File: config.mk
export PLATFORM = sky130hd
export DESIGN_NAME = irq_gate
export DESIGN_NICKNAME = d
export VERILOG_FILES = /design/src/rtl/irq_gate_pkg.sv /design/src/rtl/irq_status_reg.sv /design/src/rtl/irq_mask_reg.sv /design/src/rtl/irq_priority_pick.sv /design/src/rtl/irq_take_ctrl.sv /design/src/rtl/irq_gate.sv
export SDC_FILE = /design/constraint.sdc
export NUM_CORES = 1
export LEC_CHECK = 0
export BUFFER_PORTS_ARGS = -buffer_cell sky130_fd_sc_hd__buf_2
export CAP_MARGIN = 20
export CORE_ASPECT_RATIO = 0.8
export CORE_MARGIN = 4
export CORE_UTILIZATION = 50
export DETAILED_ROUTE_END_ITERATION = 16
export GPL_ROUTABILITY_DRIVEN = 1
export PLACE_DENSITY = 0.83
export SYNTH_ARGS = -nofsm -noshare
export SYNTH_HDL_FRONTEND = slang
export SYNTH_SLANG_ARGS = --single-unit
File: constraint.sdc
create_clock -name clk -period 2.1 [get_ports clk]
set_input_delay 0.21 -clock clk [delete_from_list [all_inputs] [get_ports clk]]
set_output_delay 0.21 -clock clk [all_outputs]
set_load 0.01 [all_outputs]
File: src/rtl/irq_gate_pkg.sv
package irq_gate_pkg;
  localparam int DEF_NUM_LINES = 13;
  localparam int DEF_SW_LINES  = 2;
  localparam int DEF_REQ_IDX_W = 4;
endpackage

File: src/rtl/irq_status_reg.sv
module irq_status_reg #(
  parameter int NUM_LINES = irq_gate_pkg::DEF_NUM_LINES,
  parameter int SW_LINES  = irq_gate_pkg::DEF_SW_LINES,
  parameter int REQ_IDX_W = irq_gate_pkg::DEF_REQ_IDX_W,
  localparam int HW_LINES = NUM_LINES - SW_LINES
) (
  input  logic                 clk,
  input  logic                 rst,
  input  logic [HW_LINES-1:0]  hw_lines,
  input  logic                 req_valid,
  input  logic [REQ_IDX_W-1:0] req_idx,
  input  logic                 req_level,
  output logic [NUM_LINES-1:0] status_o
);
  // software bits: reset, written only by an in-range request
  for (genvar i = 0; i < SW_LINES; i++) begin : g_sw
    logic bit_q;
    always_ff @(posedge clk) begin
      if (rst) begin
        bit_q <= 1'b0;
      end else if (req_valid && (req_idx == REQ_IDX_W'(i))) begin
        bit_q <= req_level;
      end
    end
    assign status_o[i] = bit_q;
  end

  // hardware bits: plain samples of the lines, not reset
  for (genvar j = 0; j < HW_LINES; j++) begin : g_hw
    logic bit_q;
    always_ff @(posedge clk) begin
      bit_q <= hw_lines[j];
    end
    assign status_o[SW_LINES + j] = bit_q;
  end
endmodule

File: src/rtl/irq_mask_reg.sv
module irq_mask_reg #(
  parameter int NUM_LINES = irq_gate_pkg::DEF_NUM_LINES
) (
  input  logic                 clk,
  input  logic                 rst,
  input  logic                 we,
  input  logic [NUM_LINES-1:0] wdata,
  output logic [NUM_LINES-1:0] mask_o
);
  always_ff @(posedge clk) begin
    if (rst) begin
      mask_o <= '0;
    end else if (we) begin
      mask_o <= wdata;
    end
  end
endmodule

File: src/rtl/irq_priority_pick.sv
module irq_priority_pick #(
  parameter int NUM_LINES = irq_gate_pkg::DEF_NUM_LINES,
  localparam int IDX_W    = $clog2(NUM_LINES)
) (
  input  logic [NUM_LINES-1:0] active,
  output logic                 any_o,
  output logic [IDX_W-1:0]     idx_o
);
  // scan upward; the last hit is the highest index
  always_comb begin
    idx_o = '0;
    for (int i = 0; i < NUM_LINES; i++) begin
      if (active[i]) idx_o = IDX_W'(i);
    end
  end
  assign any_o = |active;
endmodule

File: src/rtl/irq_take_ctrl.sv
module irq_take_ctrl #(
  parameter int IDX_W = 4
) (
  input  logic             clk,
  input  logic             rst,
  input  logic             pending,
  input  logic             glb_ie,
  input  logic             dbg_mode,
  input  logic             hard_req,
  input  logic [IDX_W-1:0] pick_idx,
  output logic             take_o,
  output logic [IDX_W-1:0] win_idx_o,
  output logic             wake_o
);
  logic eligible;
  logic elig_d;

  assign eligible = pending && glb_ie && !dbg_mode;

  always_ff @(posedge clk) begin
    if (rst) begin
      elig_d    <= 1'b0;
      take_o    <= 1'b0;
      win_idx_o <= '0;
      wake_o    <= 1'b0;
    end else begin
      elig_d <= eligible;
      take_o <= eligible && !elig_d;
      if (eligible && !elig_d) win_idx_o <= pick_idx;
      wake_o <= hard_req && pending;
    end
  end
endmodule

File: src/rtl/irq_gate.sv
module irq_gate #(
  parameter int NUM_LINES = irq_gate_pkg::DEF_NUM_LINES,
  parameter int SW_LINES  = irq_gate_pkg::DEF_SW_LINES,
  parameter int REQ_IDX_W = irq_gate_pkg::DEF_REQ_IDX_W,
  localparam int HW_LINES = NUM_LINES - SW_LINES,
  localparam int IDX_W    = $clog2(NUM_LINES)
) (
  input  logic                 clk,
  input  logic                 rst,
  input  logic [HW_LINES-1:0]  hw_lines,
  input  logic                 req_valid,
  input  logic [REQ_IDX_W-1:0] req_idx,
  input  logic                 req_level,
  input  logic                 mask_we,
  input  logic [NUM_LINES-1:0] mask_wdata,
  input  logic                 glb_ie,
  input  logic                 dbg_mode,
  input  logic                 hard_req,
  output logic                 take_o,
  output logic [IDX_W-1:0]     win_idx_o,
  output logic                 wake_o,
  output logic [NUM_LINES-1:0] status_o
);
  logic [NUM_LINES-1:0] status_q;
  logic [NUM_LINES-1:0] mask_q;
  logic [NUM_LINES-1:0] active;
  logic                 any_active;
  logic [IDX_W-1:0]     top_idx;

  irq_status_reg #(
    .NUM_LINES(NUM_LINES), .SW_LINES(SW_LINES), .REQ_IDX_W(REQ_IDX_W)
  ) u_status (
    .clk(clk), .rst(rst), .hw_lines(hw_lines),
    .req_valid(req_valid), .req_idx(req_idx), .req_level(req_level),
    .status_o(status_q)
  );

  irq_mask_reg #(.NUM_LINES(NUM_LINES)) u_mask (
    .clk(clk), .rst(rst), .we(mask_we), .wdata(mask_wdata), .mask_o(mask_q)
  );

  assign active = status_q & mask_q;

  irq_priority_pick #(.NUM_LINES(NUM_LINES)) u_pick (
    .active(active), .any_o(any_active), .idx_o(top_idx)
  );

  irq_take_ctrl #(.IDX_W(IDX_W)) u_ctrl (
    .clk(clk), .rst(rst), .pending(any_active), .glb_ie(glb_ie),
    .dbg_mode(dbg_mode), .hard_req(hard_req), .pick_idx(top_idx),
    .take_o(take_o), .win_idx_o(win_idx_o), .wake_o(wake_o)
  );

  assign status_o = status_q;
endmodule

==> impl_metrics.json <==
{
  "status": "complete, no violations",
  "drive_gt1_share_pct": 34.9,
  "cts_setup_buffers": 0,
  "syn_inst": 131,
  "netlist_area_um2": 1310,
  "firstDrtPassIters": 4,
  "path_cells": "a22oi_1 -> nand3_1 -> o21ai_4 -> nor4b_1 -> a31o_1",
  "power.leakage_nw": 0.800,
  "finalMaxSlewViolations": 0,
  "synth_nets": 167,
  "power_switching_uw": 297,
  "grt_pass1_vias": 1097,
  "initial_utilization_pct": 52.7,
  "max-cap-violations": 0,
  "ys_async_sr_fraction_pct": 0,
  "die_x_um": 65.2,
  "hold_viol": 0,
  "crit_type": "reg -> reg",
  "fin_crit_ns": 1.52,
  "yosysSeqAreaShare_pct": 50.5,
  "power_density_nw_per_um2": 718,
  "place_area_um2": 1510,
  "final_net_count": 222,
  "cts_max_path_buffers": 2,
  "combPwrFrac_pct": 14.2,
  "yosysTopAreaCellShare_pct": 50.5,
  "gp_congestion": 0.837,
  "syn_avg_cell_area_um2": 9.99,
  "clockPowerShare_pct": 29.1,
  "num_rows": 16,
  "drt_iter0_markers": 38,
  "die_y_um": 53.8,
  "routedWlPerCell_um": 13.4,
  "path_max_fanout": 5,
  "grt_antenna_before_repair": 0,
  "drc": 0,
  "core_um2": 2480,
  "setup_viol": 0,
  "totalWireLength_um": 2980,
  "worstSetupEndpointType": "flop",
  "grt_pass1_wl_um": 4740,
  "synthFlopType": "dfxtp_1",
  "cts.htree.levels": 2,
  "synth.largest_area_cell": "dfxtp_1",
  "num_io_pins": 55,
  "synth_edf_count": 0,
  "antenna_cells": 0,
  "numClockSinks": 33,
  "finClkSkew_ns": 0.00413,
  "cts_root_buffer": "clkbuf_4",
  "clk_pin_slew_ns": 0.09,
  "ant_nets": 0,
  "intPower_uw": 907,
  "yosysUniqueCellTypes": 28,
  "worstSkewPairLatency_ns": 0.32,
  "cpMaxStageDelayCell": "dfxtp_1",
  "cts_tree": "yes",
  "area_delta_synth_final_pct": 28.0,
  "cts_made_buffers": 5,
  "slowest_delay_ns": 0.34,
  "maxSlewHeadroom_pct": 65.3,
  "start_kind": "flop",
  "mostFrequentLayoutCells": "54 x buf_2, 33 x dfxtp_1, 18 x nor2_1, 15 x mux2i_1, 13 x nand2_1",
  "swShare_pct": 24.7,
  "fin_crit_sh_pct": 72.2,
  "fin_total_pwr_mw": 1.20,
  "overflow": 0,
  "layout_commonest_cell": "buf_2",
  "seq_power_share_pct": 56.7,
  "hold_slack_ns": 0.116,
  "num_vias": 1091,
  "hold_path_class": "in -> reg",
  "ir_worst_vdd_uv": 427,
  "hpwl_um": 2280,
  "crit_arrival_ns": 1.74,
  "fp.dieArea_um2": 3510,
  "grt_max_degree": 23,
  "viasPerCell": 4.91,
  "synth_warnings": 0,
  "setup-tns-final_ns": 0,
  "grtUsageTotal_pct": 18.4,
  "worstMarginPinSlew_ns": 0.513,
  "grt_setup_unrepaired": "no",
  "fmax_ghz": 0.659,
  "ys_top_cells_by_area": "dfxtp_1 50%, mux2i_1 11%, buf_4 7.5%",
  "required_ns": 2.33,
  "final_area_um2": 1680,
  "placement.io_buffers": 54,
  "ys_ff_latch": 33
}
[final timing paths]
path,slack (ns),to,cells past startpoint,start
min,0.12,u_ctrl.wake_o,3,hard_req
min reg2reg,0.46,u_ctrl.take_o,1,u_ctrl.elig_d
max,0.58,u_ctrl.win_idx_o[1],5,u_status.g_hw[6].bit_q
max reg2reg,0.58,u_ctrl.win_idx_o[1],5,u_status.g_hw[6].bit_q
[kinds of logic (layout without fill, tap and decap cells)]
group | after synthesis | in the layout | share of synthesized area, %
compound gates | 18 | 18 | 11.3
buf+inv | 19 | 74 | 9.27
flops | 33 | 33 | 50.5
mux | 15 | 15 | 11.5
simple gates | 46 | 46 | 17.5
[power by group through the flow]
stage | Sequential (mW) | Combinational [mW] | Clock (mW)
finish | 0.683 | 0.171 | 0.350
global route | 0.688 | 0.188 | 0.394
CTS | 0.683 | 0.172 | 0.363
detailed placement | 0.697 | 0.156 | 0
global placement | 0.695 | 0.149 | 0
floorplan | 0.695 | 0.104 | 0
[through the flow]
step	utilization [%]	cells	worst slack, ns
floorplan	-	131	0.812
global placement	60.8	204	0.751
detailed placement	60.8	204	0.635
CTS	67.5	222	0.615
global route	67.5	222	0.500
finish	67.5	222	0.583
[state kept, by name, indices dropped and copies added (netlist names)]
name,cells
u_ctrl.elig_d,1
u_ctrl.take_o,1
u_ctrl.wake_o,1
u_ctrl.win_idx_o,4
u_mask.mask_o,13
u_status.g_hw.bit_q,11
u_status.g_sw.bit_q,2
[per-layer routing]
metal	vias up	GRT usage, %	part of all wire (%)
li1	547	-	-
met2	45	31.1	49
met3	7	7.31	7.7
met1	492	19.8	41
met4	0	11.0	2.0
met5	-	0	0
[layout make-up]
type / instances / area, µm²
inverter: 2 / 7.51
timing repair buffer: 65 / 380
multi-input combinational: 79 / 527
fill: 224 / 807
sequential: 33 / 661
tap: 36 / 45.0
clock buffer: 7 / 55.1
[worst max-delay path, delay by kind of cell (launching register included)]
family / cells / cell delay, ns
compound gates: 3 / 0.75
flops: 1 / 0.34
simple gates: 2 / 0.32
[Yosys cell counts, types with 3 or more instances]
master and n:
a22oi_1 4, buf_4 13, clkbuf_1 3, dfxtp_1 33, mux2i_1 15, nand2_1 13
nand3_1 5, nor2_1 18
[repair_timing]
| action | CTS | global route |
|---|---|---|
| gates resized for setup | 0 | 0 |
| endpoints found under the hold margin | 11 | 0 |
| hold buffers | 11 | 0 |
Note: power is estimated with default switching activity, not from simulation.
